[src/rtl/pmr_pkg.sv]
package pmr_pkg;

    localparam int DATA_W    = 32;
    localparam int REG_IDX_W = 3;

    // Word index of each register; address bits 4..2 select it.
    typedef enum logic [REG_IDX_W-1:0] {
        REG_CTRL     = 3'd0,
        REG_STAT     = 3'd1,
        REG_SCRATCH  = 3'd2,
        REG_WAKE_EN  = 3'd3,
        REG_CFG      = 3'd4,
        REG_PLL      = 3'd5,
        REG_GPIO_SLP = 3'd6,
        REG_OSC      = 3'd7
    } pmr_reg_e;

    typedef enum logic {
        PM_AWAKE  = 1'b0,
        PM_ASLEEP = 1'b1
    } pmr_state_e;

    // Decoded bus access for one cycle.
    typedef struct packed {
        logic     rd;
        logic     wr;
        logic     hit;
        pmr_reg_e idx;
    } pmr_access_s;

    localparam int FORCE_BIT = 0;
    localparam int CAUSE_BIT = 0;
    localparam int OSC_BIT   = 0;

    function automatic logic [DATA_W-1:0] flag_word(input logic flag);
        logic [DATA_W-1:0] w;
        w = '0;
        w[0] = flag;
        return w;
    endfunction

endpackage

[src/rtl/pmr_addr_decode.sv]
module pmr_addr_decode
    import pmr_pkg::*;
#(
    parameter int ADDR_W = 6
) (
    input  logic              sel_i,
    input  logic              wr_i,
    input  logic [ADDR_W-3:0] word_addr_i,
    output pmr_access_s       acc_o
);

    logic hit;

    generate
        if (ADDR_W > 5) begin : g_upper
            assign hit = (word_addr_i[ADDR_W-3:REG_IDX_W] == '0);
        end else begin : g_full
            assign hit = 1'b1;
        end
    endgenerate

    always_comb begin
        acc_o.rd  = sel_i & ~wr_i & hit;
        acc_o.wr  = sel_i &  wr_i & hit;
        acc_o.hit = hit;
        acc_o.idx = pmr_reg_e'(word_addr_i[REG_IDX_W-1:0]);
    end

endmodule

[src/rtl/pmr_sleep_fsm.sv]
module pmr_sleep_fsm
    import pmr_pkg::*;
(
    input  logic clk_i,
    input  logic rst_i,
    input  logic force_i,
    input  logic wake_hit_i,
    output logic asleep_o,
    output logic enter_o,
    output logic wake_o,
    output logic wake_pulse_o
);

    pmr_state_e state_q, state_d;
    logic       pulse_q;

    always_comb begin
        state_d = state_q;
        enter_o = 1'b0;
        wake_o  = 1'b0;
        unique case (state_q)
            PM_AWAKE: begin
                if (force_i) begin
                    state_d = PM_ASLEEP;
                    enter_o = 1'b1;
                end
            end
            PM_ASLEEP: begin
                if (wake_hit_i) begin
                    state_d = PM_AWAKE;
                    wake_o  = 1'b1;
                end
            end
            default: state_d = PM_AWAKE;
        endcase
    end

    always_ff @(posedge clk_i) begin
        if (rst_i) begin
            state_q <= PM_AWAKE;
            pulse_q <= 1'b0;
        end else begin
            state_q <= state_d;
            pulse_q <= wake_o;
        end
    end

    assign asleep_o     = (state_q == PM_ASLEEP);
    assign wake_pulse_o = pulse_q;

endmodule

[src/rtl/pmr_gpio_mux.sv]
module pmr_gpio_mux #(
    parameter int NUM_GPIO = 8
) (
    input  logic                clk_i,
    input  logic                rst_i,
    input  logic                capture_i,
    input  logic                asleep_i,
    input  logic [NUM_GPIO-1:0] slp_val_i,
    input  logic [NUM_GPIO-1:0] norm_i,
    output logic [NUM_GPIO-1:0] gpio_o
);

    generate
        for (genvar g = 0; g < NUM_GPIO; g++) begin : g_pin
            logic snap_q;
            always_ff @(posedge clk_i) begin
                if (rst_i) begin
                    snap_q <= 1'b0;
                end else if (capture_i) begin
                    snap_q <= slp_val_i[g];
                end
            end
            assign gpio_o[g] = asleep_i ? snap_q : norm_i[g];
        end
    endgenerate

endmodule

[src/rtl/pmr_osc_sync.sv]
module pmr_osc_sync #(
    parameter int STAGES = 2
) (
    input  logic clk_i,
    input  logic rst_i,
    input  logic async_i,
    output logic sticky_o
);

    logic synced;
    logic sticky_q;

    generate
        if (STAGES <= 1) begin : g_one
            logic s_q;
            always_ff @(posedge clk_i) begin
                if (rst_i) s_q <= 1'b0;
                else       s_q <= async_i;
            end
            assign synced = s_q;
        end else begin : g_chain
            logic [STAGES-1:0] s_q;
            always_ff @(posedge clk_i) begin
                if (rst_i) s_q <= '0;
                else       s_q <= {s_q[STAGES-2:0], async_i};
            end
            assign synced = s_q[STAGES-1];
        end
    endgenerate

    always_ff @(posedge clk_i) begin
        if (rst_i) sticky_q <= 1'b0;
        else       sticky_q <= sticky_q | synced;
    end

    assign sticky_o = sticky_q;

endmodule

[src/rtl/sleep_pwr_regs.sv]
module sleep_pwr_regs
    import pmr_pkg::*;
#(
    parameter int              ADDR_W      = 6,
    parameter int              NUM_WAKE    = 8,
    parameter int              NUM_GPIO    = 8,
    parameter int              CFG_W       = 4,
    parameter int              PLL_W       = 5,
    parameter logic [PLL_W-1:0] PLL_RST    = 5'd7,
    parameter int              SYNC_STAGES = 2
) (
    input  logic                clk_i,
    input  logic                rst_i,
    input  logic                bus_sel_i,
    input  logic                bus_wr_i,
    input  logic [ADDR_W-1:0]   bus_addr_i,
    input  logic [DATA_W-1:0]   bus_wdata_i,
    output logic [DATA_W-1:0]   bus_rdata_o,
    input  logic [NUM_WAKE-1:0] wake_i,
    input  logic [NUM_GPIO-1:0] gpio_norm_i,
    output logic [NUM_GPIO-1:0] gpio_o,
    input  logic                osc_stable_i,
    output logic                sleep_o,
    output logic                wake_pulse_o,
    output logic [CFG_W-1:0]    cfg_o,
    output logic [PLL_W-1:0]    pll_cfg_o
);

    pmr_access_s acc;

    logic                force_q;
    logic                cause_q;
    logic [DATA_W-1:0]   scratch_q;
    logic [NUM_WAKE-1:0] wake_en_q;
    logic [CFG_W-1:0]    cfg_q;
    logic [PLL_W-1:0]    pll_q;
    logic [NUM_GPIO-1:0] gpio_slp_q;
    logic                osc_ok_q;

    logic asleep, enter, wake_evt;
    logic [DATA_W-1:0] rd_word;

    logic unused_addr_lsb;
    assign unused_addr_lsb = ^bus_addr_i[1:0];

    pmr_addr_decode #(.ADDR_W(ADDR_W)) u_dec (
        .sel_i       (bus_sel_i),
        .wr_i        (bus_wr_i),
        .word_addr_i (bus_addr_i[ADDR_W-1:2]),
        .acc_o       (acc)
    );

    pmr_sleep_fsm u_fsm (
        .clk_i        (clk_i),
        .rst_i        (rst_i),
        .force_i      (force_q),
        .wake_hit_i   (|(wake_i & wake_en_q)),
        .asleep_o     (asleep),
        .enter_o      (enter),
        .wake_o       (wake_evt),
        .wake_pulse_o (wake_pulse_o)
    );

    pmr_gpio_mux #(.NUM_GPIO(NUM_GPIO)) u_gpio (
        .clk_i     (clk_i),
        .rst_i     (rst_i),
        .capture_i (enter),
        .asleep_i  (asleep),
        .slp_val_i (gpio_slp_q),
        .norm_i    (gpio_norm_i),
        .gpio_o    (gpio_o)
    );

    pmr_osc_sync #(.STAGES(SYNC_STAGES)) u_osc (
        .clk_i    (clk_i),
        .rst_i    (rst_i),
        .async_i  (osc_stable_i),
        .sticky_o (osc_ok_q)
    );

    // Writable state
    always_ff @(posedge clk_i) begin
        if (rst_i) begin
            force_q    <= 1'b0;
            cause_q    <= 1'b0;
            scratch_q  <= '0;
            wake_en_q  <= '0;
            cfg_q      <= '0;
            pll_q      <= PLL_RST;
            gpio_slp_q <= '0;
        end else begin
            // Set-only request bit, cleared by hardware at wake.
            if (wake_evt) begin
                force_q <= 1'b0;
            end else if (acc.wr && acc.idx == REG_CTRL && bus_wdata_i[FORCE_BIT]) begin
                force_q <= 1'b1;
            end
            // Cause bit: set on entry has priority over write-1-to-clear.
            if (enter) begin
                cause_q <= 1'b1;
            end else if (acc.wr && acc.idx == REG_STAT && bus_wdata_i[CAUSE_BIT]) begin
                cause_q <= 1'b0;
            end
            if (acc.wr) begin
                unique case (acc.idx)
                    REG_SCRATCH:  scratch_q  <= bus_wdata_i;
                    REG_WAKE_EN:  wake_en_q  <= bus_wdata_i[NUM_WAKE-1:0];
                    REG_CFG:      cfg_q      <= bus_wdata_i[CFG_W-1:0];
                    REG_PLL:      pll_q      <= bus_wdata_i[PLL_W-1:0];
                    REG_GPIO_SLP: gpio_slp_q <= bus_wdata_i[NUM_GPIO-1:0];
                    default: ;
                endcase
            end
        end
    end

    // Read mux
    always_comb begin
        unique case (acc.idx)
            REG_CTRL:     rd_word = flag_word(force_q);
            REG_STAT:     rd_word = flag_word(cause_q);
            REG_SCRATCH:  rd_word = scratch_q;
            REG_WAKE_EN:  rd_word = DATA_W'(wake_en_q);
            REG_CFG:      rd_word = DATA_W'(cfg_q);
            REG_PLL:      rd_word = DATA_W'(pll_q);
            REG_GPIO_SLP: rd_word = DATA_W'(gpio_slp_q);
            REG_OSC:      rd_word = flag_word(osc_ok_q);
            default:      rd_word = '0;
        endcase
    end

    assign bus_rdata_o = acc.rd ? rd_word : '0;
    assign sleep_o     = asleep;
    assign cfg_o       = cfg_q;
    assign pll_cfg_o   = pll_q;

endmodule

[config.mk]
export PLATFORM = sky130hd
export DESIGN_NAME = sleep_pwr_regs
export DESIGN_NICKNAME = d
export VERILOG_FILES = /design/src/rtl/pmr_pkg.sv /design/src/rtl/pmr_addr_decode.sv /design/src/rtl/pmr_sleep_fsm.sv /design/src/rtl/pmr_gpio_mux.sv /design/src/rtl/pmr_osc_sync.sv /design/src/rtl/sleep_pwr_regs.sv
export SDC_FILE = /design/constraint.sdc
export NUM_CORES = 1
export LEC_CHECK = 0
export BUFFER_PORTS_ARGS = -buffer_cell sky130_fd_sc_hd__buf_2
export CORE_ASPECT_RATIO = 2
export CORE_MARGIN = 5
export CORE_UTILIZATION = 35
export CTS_BUF_LIST = sky130_fd_sc_hd__clkbuf_8
export DETAILED_ROUTE_END_ITERATION = 8
export PLACE_DENSITY = 0.6
export REMOVE_ABC_BUFFERS = 1
export SLEW_MARGIN = 20
export SYNTH_ARGS = -nofsm -noshare
export SYNTH_HDL_FRONTEND = slang
export SYNTH_HIERARCHICAL = 1
export SYNTH_SLANG_ARGS = --single-unit
[constraint.sdc]
create_clock -name clk_i -period 1.88 [get_ports clk_i]
set_input_delay 0.282 -clock clk_i [delete_from_list [all_inputs] [get_ports clk_i]]
set_output_delay 0.282 -clock clk_i [all_outputs]
set_load 0.02 [all_outputs]
# Yosys cells after proc, flatten, opt, wreduce, memory -nomap -nowiden
# Cells that the tools add are included.
# classes
n_eq_ne	7
n_mux	18
bitwise	9
n_reduce_logical	13
# ops
op	count
one-hot mux 32 bit (8 select lines)	1
2-to-1 mux 32 bit	1
2-to-1 mux 1 bit	15
== test 3 bit, second input constant	4
AND reduction 2 bit	5
AND 8 bit	1
OR reduction 8 bit	1
== test 3 x 2 -> 1 bit, second input constant	2
AND 1 bit	4
logical AND 1 bit	4
== test 3 x 1 -> 1 bit, second input constant	1
logical NOT 3 bit	1
inverter 1 bit	3
one-hot mux 1 bit (2 select lines)	1
nonzero test 2 bit	1
OR reduction 2 bit	1
bitwise OR 1 bit	1
# word_totals
register_bits	72
input_bits	59
output_inout_bits	51
word_cells	66

# Longest topological paths before layout
# Gate-level depths: netlist (run 1).
# logic_depth
depth_word	6
depth_mapped	8
mapped_depth_nobuf	5

# Cells and area by module
# Netlist (run 1), hierarchy kept.
# modules_own_cells
mod	instances	cells_each	area_per_inst_um2	seq_area_each_um2
sleep_pwr_regs	1	341	2671.3	1181.1
pmr_gpio_mux	1	35	416.6	160.2
pmr_osc_sync	1	6	82.6	60.1
pmr_sleep_fsm	1	7	77.6	40.0
pmr_addr_decode	1	7	50.0	0.0

# Least setup slack after synthesis (run 1)
# OpenSTA, ideal clock, no wires.
# synth_timing
path_kind	input to output
startpoint	input bus_addr_i[3]
endpoint	output bus_rdata_o[1]
t_arrival_ns	1.553
required_ns	1.598
path_slack_ns	0.045
stages	5
path_buffers	2
cell_sequence	buf_4 > buf_2 > nor2b_1 > a221oi_1 > a211oi_1
# synth_via
elab_chain_len	3
elab_cells_between_ends	10
cone_classes	eq/ne (7); mux (2); reduce/logical (1)
# synth_rtl
item	line_no	source
start: declaration	sleep_pwr_regs.sv:16	input logic [ADDR_W-1:0] bus_addr_i,
== test 3 bit (tied with other cells)	sleep_pwr_regs.sv:119	unique case (acc.idx)
one-hot mux 32 bit (8 select lines) *	sleep_pwr_regs.sv:119	
2-to-1 mux 32 bit *	sleep_pwr_regs.sv:132	assign bus_rdata_o = acc.rd ? rd_word : '0;
end: declaration	sleep_pwr_regs.sv:18	output logic [DATA_W-1:0] bus_rdata_o,
# Mark *: on every way between the ends. The rest lies on a longest branch, timed or not.

# Worst setup path in the final report (run 1)
# layout_timing
startpoint	register wake_en_q[0]
endpoint	output bus_rdata_o[0]
# layout_via
elab_chain_len	2
# layout_rtl
item	line_no	source
start: declaration	sleep_pwr_regs.sv:34	logic [NUM_WAKE-1:0] wake_en_q;
start signal: assignment	sleep_pwr_regs.sv:107	REG_WAKE_EN: wake_en_q <= bus_wdata_i[NUM_WAKE-1:0];
one-hot mux 32 bit (8 select lines)	sleep_pwr_regs.sv:119	
2-to-1 mux 32 bit	sleep_pwr_regs.sv:132	
# No other way between the ends.

==> results.ini, run 1 <==
[logic_synthesis]
ys_warn_count = 6
synth_cells = 394
avgSynthCellArea_um2 = 8.34
syn_area_um2 = 3290

[power_and_ir_drop]
clockPowerShare_pct = 45.5
intPower_w = 0.00253
p_leak_nw = 1.80
pwr-share-comb_pct = 7.4
swShare_pct = 22.9
ir_drop_uv = 544
powerDensity_nw_per_um2 = 786
power.switching_w = 0.000751
seqPwrFrac_pct = 47.1

[worst_setup_path]
cpPeakStageDelay_ns = 0.34
cp_data_arrival_time_ns = 1.54
cp.depth = 5
path_cells = mux2_2, a22oi_2, nor2_1, o221a_2, buf_2
critPathLaunchType = register
cp_max_fo = 3
worstReg2RegStart = wake_en_q[0]$_SDFFE_PP0P_
crit_start = wake_en_q[0]$_SDFFE_PP0P_
critPathSlowestCell = dfxtp_2
cp.required_ns = 1.60
cp-end-kind = output pin
rr_endpoint = u_fsm/wake_pulse_o$_SDFF_PP0_
critPathTopFamily = compound AO/OA/AOI/OAI gates
crit_buf_inv = 1
ff2ff_path_depth = 4
cp-endpoint = bus_rdata_o[0]
ff2ff_setup_slack_ns = 0.58
crit_type = register to output pin

[layout]
stdcell_count = 606
fillers = 949
diodes = 0
syn_to_final_growth_pct = 26.8
drive_gt1_share_pct = 31.5
post-route-util_pct = 45.0
final_nets = 556

[global_route]
grt_use_met1_pct = 16.4
grt_busiest_layer = met2
grt_use_met3_pct = 2.82
grt_start_max_net_pins = 36
grt_pass1_wl_um = 14700
grt_pass1_vias = 3043
antenna_found_initial = 0
grt_overflow = 0
grtUsageMet2_pct = 30.4
grtUsageTotal_pct = 16.2

[sta]
hold_viol_final = 0
fmax_ghz = 0.550
holdWs_ns = 0.146
setup-tns-final_ns = 0
finClkSkew_ns = 0.00499
worst_slew_pin_slew_ns = 0.396
fin_crit_ns = 1.82
setup_viol = 0
fin_crit_sh_pct = 96.8
relSlewSlack_pct = 73.6
setup_slack_ns = 0.0609
slew_viol_final = 0

[cts]
numCtsBuffers = 9
postCtsSetupBuffers = 0
cts_root_buf = clkbuf_8
clkTransAtPathRegs_ns = 0.08
ctsHoldBuffers = 0
cts.sinks = 72
cts_tree = done
cts_buffer_depth = 2
htreeDepth = 3
clock_latency_ns = 0.35

[die]
rows = 50
io_pins = 110
die_w_um = 78.5
dieArea_um2 = 11500
core-area_um2 = 9260
initial_core_util_pct = 35.5
fp.dieH_um = 147

[placed_design]
dp_cells = 590
post-place-ws_ns = 0.0831
dp_hpwl_um = 7140
port_buffers = 107
routabilityCongestion = 0.890

[drt]
vias_per_cell = 5.00
routedWlPerCell_um = 15.4
drt_wl_total_um = 9310
ant_nets = 0
num_vias = 3027
drt_iter0_drc = 116
drc = 0
dr.pass1.iters = 4

[run]
drv_cap = 0

[min_path]
min-delay-start = osc_stable_i
hold_path.class = input port to register

[status]
status = completed

==> area by class of cell <==
type	count	area (um2)	area share [%]
Clock buffer	9	124	2.97
Clock inverter	7	120	2.88
Inverter	3	11.3	0.270
Multi-Input combinational cell	289	1660	39.7
Sequential cell	72	1440	34.6
Tap cell	104	130	3.12
Timing Repair Buffer	122	686	16.4
==> state kept, by name (all words and copies together), names as in the netlist, 2 cells and up <==
| name | count |
|---|---|
| cfg_o | 4 |
| scratch_q | 32 |
| u_osc/g_chain.s_q | 2 |
| gpio_slp_q | 8 |
| u_gpio/g_pin.snap_q | 8 |
| pll_cfg_o | 5 |
| wake_en_q | 8 |
==> metrics by stage <==
step | total power (W) | area, um2
2_1_floorplan | 0.00167 | 3100
3_3_place_gp | 0.00182 | 3920
3_5_place_dp | 0.00182 | 3920
4_1_cts | 0.00332 | 4160
5_1_grt | 0.00340 | 4170
6_report | 0.00328 | 4170
==> power groups by stage <==
stage	Clock, W	Combinational (W)	Sequential (W)
after floorplan	0	0.0000854	0.00158
after global placement	0	0.000240	0.00158
after detailed placement	0	0.000243	0.00158
after CTS	0.00153	0.000244	0.00154
after global routing	0.00159	0.000267	0.00155
final	0.00149	0.000243	0.00154
==> worst register-to-register path: cells and delay by family, from the launching register on <==
family,cells,cell delay [ns]
AOI/OAI and AO/OA,1,0.29
and+or+nand+nor,3,0.57
DFF,1,0.34
==> placed cells by master (no fill, tap or decap), drive strengths merged, types with 2 or more instances in the layout <==
cell type    n
a21oi       52
and2        26
bufinv       3
mux2i       18
a221oi       3
nand3        6
a22oi        9
nor2        28
buf        122
clkbuf       9
inv          3
o21ba        2
a211oi       3
clkinv       3
and3b        2
and2b        3
dfxtp       72
mux2        13
and3         3
nor2b        9
a211o        3
nand2      101
==> routing by layer <==
layer  vias to the layer above  part of all wire (%)
li1                       1523                     -
met1                      1387                    36
met2                        94                    56
met3                        23                   5.1
met4                         0                   3.5
met5                         -                     0
==> timing repair <==
| action | CTS | global route |
|---|---|---|
| resized for setup | 0 | 3 |
| setup endpoints to repair | 0 | 3 |
| hold endpoints to repair | 0 | 0 |
==> worst min path at each step <==
stage | to | slack (ns) | depth (start not counted)
floorplan | u_fsm/wake_pulse_o$_SDFF_PP0_ | 0.35 | 1
global placement | u_osc/g_chain.s_q[1]$_SDFF_PP0_ | 0.42 | 1
detailed placement | scratch_q[27]$_SDFFE_PP0P_ | 0.44 | 2
CTS | u_osc/g_chain.s_q[0]$_SDFF_PP0_ | 0.13 | 2
global route | u_osc/g_chain.s_q[0]$_SDFF_PP0_ | 0.15 | 2
finish | u_osc/g_chain.s_q[0]$_SDFF_PP0_ | 0.15 | 2
(Power assumes the default switching activity.)
==> run 2, diff against run 1 <==
--- a/config.mk
+++ b/config.mk
@@ -8,10 +8,10 @@
 export BUFFER_PORTS_ARGS = -buffer_cell sky130_fd_sc_hd__buf_2
 export CORE_ASPECT_RATIO = 2
 export CORE_MARGIN = 5
-export CORE_UTILIZATION = 35
+export CORE_UTILIZATION = 52
 export CTS_BUF_LIST = sky130_fd_sc_hd__clkbuf_8
 export DETAILED_ROUTE_END_ITERATION = 8
-export PLACE_DENSITY = 0.6
+export PLACE_DENSITY = 0.83
 export REMOVE_ABC_BUFFERS = 1
 export SLEW_MARGIN = 20
 export SYNTH_ARGS = -nofsm -noshare
==> run 2 against run 1 <==
Sequential cell count stayed put. Global-route usage is 5.9 points higher. Power is 0.44% lower. Cell count is 3.3% lower. Worst hold slack worse by 0.0047 ns. Register-to-register slack better by 0.06 ns. Maximum frequency is 0.27% higher. Count of clock-buffer cells in the layout is 1 higher. First-iteration DRC count is 47% higher. Clock skew is 0.0023 ns lower. Non-clock buffer count is 2 lower. Critical path type unchanged. Largest cell class unchanged. Largest power group unchanged. Highest routed layer unchanged.
==> results.ini, run 2 (synthesis gave the netlist of run 1 again) <==
[worst_setup_path]
cp.required_ns = 1.60  ; about the same
cp-end-kind = output pin
crit_type = register to output pin
critPathLaunchType = register
cp_data_arrival_time_ns = 1.53  ; about the same
cp_max_fo = 3  ; unchanged

[layout]
largest_reg_flops = 32  ; unchanged
layout_common_cells = buf_2 (107), nand2_1 (101), dfxtp_1 (71)
stdcell_count = 586  ; -3.3%
syn_to_final_growth_pct = 25.4
diodes = 0  ; unchanged
final_common_cell = buf_2
post-route-util_pct = 65.9  ; +21 points
drive_gt1_share_pct = 31.0  ; -0.47 points
final_nets = 554  ; -0.36%
top_register = scratch_q
fillers = 566  ; -40%

[sta]
fin_crit_sh_pct = 96.5  ; -0.26 points
fmax_ghz = 0.551  ; +0.27%
holdWs_ns = 0.141  ; -0.00474 ns
rsz0062_at_grt = false
slew_viol_final = 0  ; unchanged
worst_slew_pin_slew_ns = 0.423  ; +0.0275 ns
hold_viol_final = 0  ; unchanged
fin_crit_ns = 1.81  ; -0.00491 ns
relSlewSlack_pct = 71.8  ; -1.8 points
finClkSkew_ns = 0.00266  ; -0.00234 ns
setup_viol = 0  ; unchanged
setup-tns-final_ns = 0  ; unchanged

[run]
drv_cap = 0  ; unchanged

[drt]
ant_nets = 0  ; unchanged
routedWlPerCell_um = 15.0  ; -2.5%
dr.pass1.iters = 4  ; unchanged
drt_iter0_drc = 171  ; +47%
drc = 0  ; unchanged
drt_wl_total_um = 8790  ; -5.7%
vias_per_cell = 5.28  ; +5.8%
num_vias = 3096  ; +2.3%

[cts]
ctsHoldBuffers = 0  ; unchanged
post_cts_resize_count = 0  ; unchanged
numCtsBuffers = 9  ; unchanged
postCtsSetupBuffers = 0  ; unchanged
cts_buffer_depth = 2  ; unchanged
htreeDepth = 3  ; unchanged
clkTransAtPathRegs_ns = 0.07  ; about the same
cts_root_buf = clkbuf_8
clock_latency_ns = 0.35  ; about the same
cts_tree = done
cts.sinks = 72  ; unchanged

[die]
die_w_um = 66.2  ; -16%
fp.dieH_um = 122  ; -17%
dieArea_um2 = 8110  ; -30%
initial_core_util_pct = 52.5  ; +17 points
core-area_um2 = 6260  ; -32%
rows = 41  ; -18%
io_pins = 110  ; unchanged

[min_path]
hold_path.class = input port to register

[global_route]
grt_overflow = 0  ; unchanged
grt_pass1_vias = 3096  ; +1.7%
grtUsageTotal_pct = 22.2  ; +5.9 points
grt_start_max_net_pins = 33  ; -8.3%
grt_pass1_wl_um = 13600  ; -7.2%
antenna_found_initial = 0  ; unchanged

[status]
status = completed

[power_and_ir_drop]
ir_drop_uv = 740  ; +36%
powerDensity_nw_per_um2 = 792  ; +0.68%
p_leak_nw = 1.79  ; -0.40%

[placed_design]
dp_cells = 570  ; -3.4%
dp_hpwl_um = 6550  ; -8.2%
routabilityCongestion = 0.884  ; -0.69%
port_buffers = 107  ; unchanged

[run 2: path summary, 6_finish.rpt]
kind | start | end | slack [ns] | depth (start not counted)
worst max-delay path | wake_en_q[0]$_SDFFE_PP0P_ | bus_rdata_o[0] | 0.07 | 5
worst min-delay path | osc_stable_i | u_osc/g_chain.s_q[0]$_SDFF_PP0_ | 0.14 | 2
worst max register to register | u_fsm/asleep_o$_SDFF_PP0_ | u_gpio/g_pin[6].snap_q$_SDFFE_PP0P_ | 0.64 | 5
worst min register to register | u_osc/g_chain.s_q[0]$_SDFF_PP0_ | u_osc/g_chain.s_q[1]$_SDFF_PP0_ | 0.44 | 1
[run 2: layer usage]
layer | vias up | part of all wire (%) | GRT usage [%]
li1 | 1510 | - | -
met1 | 1443 | 36 | 21.3
met3 | 24 | 5.4 | 4.49
met4 | 0 | 3.7 | 13.6
met2 | 119 | 55 | 41.2
met5 | - | 0 | 0
[run 2: layout make-up]
cell class	count	area [um2]	area share, %
clock inverter	6	108	2.61
timing repair buffer	120	658	16.0
clock buffer	10	138	3.34
tap	86	108	2.61
multi-input combinational	289	1660	40.2
sequential	72	1440	35.0
inverter	3	11.3	0.273
[run 2: worst max-delay path: stages (launching register included)]
cell and delay [ns]:
dfxtp_2 0.33, mux2_2 0.26, a22oi_2 0.12, nor2_1 0.06, o221a_2 0.25, buf_2 0.15
[run 2: where the power goes]
| part | internal (W) | switching (W) |
|---|---|---|
| Combinational | 0.000104 | 0.000134 |
| Sequential | 0.00154 | 0.00000723 |
| Clock | 0.000913 | 0.000569 |
[run 2: per-stage QoR]
| stage | setup slack (ns) | total power [W] | instance area [um2] |
|---|---|---|---|
| floorplan | 0.216 | 0.00167 | 3100 |
| global placement | 0.104 | 0.00181 | 3870 |
| detailed placement | 0.0674 | 0.00181 | 3870 |
| finish | 0.0659 | 0.00326 | 4120 |
| CTS | 0.0175 | 0.00329 | 4110 |
| global route | 0.00717 | 0.00338 | 4120 |
==> run 3, diff against run 2 <==
--- a/config.mk
+++ b/config.mk
@@ -8,10 +8,10 @@
 export BUFFER_PORTS_ARGS = -buffer_cell sky130_fd_sc_hd__buf_2
 export CORE_ASPECT_RATIO = 2
 export CORE_MARGIN = 5
-export CORE_UTILIZATION = 52
+export CORE_UTILIZATION = 50
 export CTS_BUF_LIST = sky130_fd_sc_hd__clkbuf_8
 export DETAILED_ROUTE_END_ITERATION = 8
-export PLACE_DENSITY = 0.83
+export PLACE_DENSITY = 0.8
 export REMOVE_ABC_BUFFERS = 1
 export SLEW_MARGIN = 20
 export SYNTH_ARGS = -nofsm -noshare
==> run 3 against run 2 <==
Sequential cell count stayed put. Largest cell class unchanged. Sequential power hardly changed. Power is 13% lower. Via count is 0.97% lower.
==> results.ini, run 3 (synthesis gave the netlist of run 1 again) <==
[cts]
htreeDepth = 3  ; unchanged
cts_tree = done
clock_latency_ns = 0.35  ; about the same
ctsHoldBuffers = 0  ; unchanged
cts.sinks = 72  ; unchanged
cts_root_buf = clkbuf_8
numCtsBuffers = 9  ; unchanged
clkTransAtPathRegs_ns = 0.07  ; about the same
post_cts_resize_count = 0  ; unchanged
postCtsSetupBuffers = 0  ; unchanged
cts_buffer_depth = 2  ; unchanged

[power_and_ir_drop]
pwr-share-comb_pct = 8.7  ; +1.4 points
intPower_w = 0.00217  ; -15%
clockPowerShare_pct = 37.1  ; -8.3 points
power.switching_w = 0.000677  ; -4.7%
seqPwrFrac_pct = 54.2  ; +6.9 points
p_leak_nw = 1.78  ; -0.19%
powerDensity_nw_per_um2 = 697  ; -12%
ir_drop_uv = 601  ; -19%
swShare_pct = 23.8  ; +2.0 points

[layout]
finalInstanceArea_um2 = 4090  ; -0.73%
fillers = 578  ; +2.1%
syn_to_final_growth_pct = 24.5
final_common_cell = buf_2
final_nets = 556  ; +0.36%
top_register = scratch_q
multiInputGateArea_um2 = 1660  ; +0.38%
drive_gt1_share_pct = 30.7  ; -0.26 points
diodes = 0  ; unchanged
regArea_um2 = 1440  ; unchanged
layout_common_cells = buf_2 (106), nand2_1 (101), dfxtp_1 (71)
largest_reg_flops = 32  ; unchanged

[worst_setup_path]
cpPeakStageDelay_ns = 0.34  ; about the same
worstReg2RegStart = wake_en_q[0]$_SDFFE_PP0P_
cp_common_cell = buf_2
cp.required_ns = 1.60  ; about the same
critPathSlowestCell = mux2_2
path_cells = buf_2, buf_4, mux2_2, a221oi_2, a211oi_1, buf_2
ff2ff_path_depth = 4  ; -1
cp.depth = 6  ; +1
rr_endpoint = u_fsm/wake_pulse_o$_SDFF_PP0_
crit_buf_inv = 3  ; +2
critPathTopFamily = buffers and inverters
crit_start = bus_addr_i[4]
cp_max_fo = 9  ; +6
crit_type = input port to output pin
cp_data_arrival_time_ns = 1.55  ; +0.02 ns
cp-endpoint = bus_rdata_o[3]
cp-end-kind = output pin
critPathLaunchType = input port
ff2ff_setup_slack_ns = 0.54  ; -0.10 ns

[sta]
relSlewSlack_pct = 74.4  ; +2.6 points
slew_viol_final = 0  ; unchanged
hold_viol_final = 0  ; unchanged
setup_slack_ns = 0.0449  ; -0.0210 ns
fmax_ghz = 0.545  ; -1.1%
fin_crit_sh_pct = 97.6  ; +1.1 points
setup-tns-final_ns = 0  ; unchanged
rsz0062_at_grt = true
fin_crit_ns = 1.84  ; +0.0210 ns
worst_slew_pin_slew_ns = 0.382  ; -0.0407 ns
setup_viol = 0  ; unchanged
finClkSkew_ns = 0.00707  ; +0.00441 ns

[run]
drv_cap = 0  ; unchanged

[placed_design]
dp_hpwl_um = 6500  ; -0.77%
routabilityCongestion = 0.921  ; +4.2%
place_area_um2 = 3910  ; +1.0%
post-place-ws_ns = 0.0495  ; -0.0179 ns
port_buffers = 107  ; unchanged

[die]
rows = 41  ; unchanged
core-area_um2 = 6360  ; +1.6%
io_pins = 110  ; unchanged
fp.dieH_um = 125  ; +1.8%
die_w_um = 67.3  ; +1.7%
dieArea_um2 = 8390  ; +3.5%
initial_core_util_pct = 51.7  ; -0.85 points

[global_route]
grtUsageTotal_pct = 22.2  ; +0.067 points
grt_start_max_net_pins = 73  ; +120%
antenna_found_initial = 0  ; unchanged
grt_pass1_vias = 3157  ; +2.0%
grt_overflow = 0  ; unchanged
grt_pass1_wl_um = 14200  ; +4.3%

[drt]
num_vias = 3066  ; -0.97%
routedWlPerCell_um = 15.2  ; +1.2%
ant_nets = 0  ; unchanged
drt_iter0_drc = 237  ; +39%
drt_wl_total_um = 8910  ; +1.4%
vias_per_cell = 5.22  ; -1.1%
dr.pass1.iters = 4  ; unchanged
drc = 0  ; unchanged

[status]
status = completed

[min_path]
hold_path.class = input port to register
holdPathStages = 2  ; unchanged

run 3: layer usage:
metal / global-route usage, % / routed length [um] / up-vias
met3: 4.78 / 419 / 33
li1: - / - / 1514
met2: 39.4 / 4890 / 117
met5: 0 / 0 / -
met4: 14.4 / 415 / 0
met1: 21.9 / 3190 / 1402
run 3: final cells by class:
| class | instances | share of cell area (%) |
|---|---|---|
| multi-input cells | 289 | 40.7 |
| clock buffers | 11 | 3.70 |
| well taps | 86 | 2.63 |
| clock inverters | 4 | 0.367 |
| repair buffers | 122 | 17.1 |
| flip-flops and latches | 72 | 35.2 |
| inverters | 3 | 0.275 |
run 3: metrics by stage:
stage / util (%) / hold WS, ns / std cells / power [W]
global placement: 61.4 / 0.417 / 572 / 0.00182
finish: 64.3 / 0.144 / 587 / 0.00285
global route: 64.3 / 0.157 / 587 / 0.00298
CTS: 64.0 / 0.128 / 587 / 0.00288
detailed placement: 61.4 / 0.430 / 572 / 0.00182
floorplan: - / 0.348 / 364 / 0.00167
run 3: worst min path at each step:
stage | slack, ns | from | endpoint
floorplan | 0.35 | rst_i | u_fsm/wake_pulse_o$_SDFF_PP0_
global placement | 0.42 | u_osc/g_chain.s_q[0]$_SDFF_PP0_ | u_osc/g_chain.s_q[1]$_SDFF_PP0_
detailed placement | 0.43 | u_osc/g_chain.s_q[0]$_SDFF_PP0_ | u_osc/g_chain.s_q[1]$_SDFF_PP0_
CTS | 0.13 | osc_stable_i | u_osc/g_chain.s_q[0]$_SDFF_PP0_
global route | 0.16 | bus_wdata_i[11] | scratch_q[11]$_SDFFE_PP0P_
finish | 0.14 | osc_stable_i | u_osc/g_chain.s_q[0]$_SDFF_PP0_
run 3: worst register-to-register path: stages (launching register included):
cell	delay (ns)
dfxtp_2	0.33
a22oi_1	0.28
nand4_1	0.25
and2_1	0.23
nor2b_2	0.15
run 3: power by group through the flow:
stage	Clock, W	Sequential, W	Combinational (W)
4_1_cts	0.00109	0.00154	0.000245
3_5_place_dp	0	0.00158	0.000244
3_3_place_gp	0	0.00158	0.000238
5_1_grt	0.00117	0.00154	0.000269
6_report	0.00106	0.00154	0.000248
2_1_floorplan	0	0.00158	0.0000854
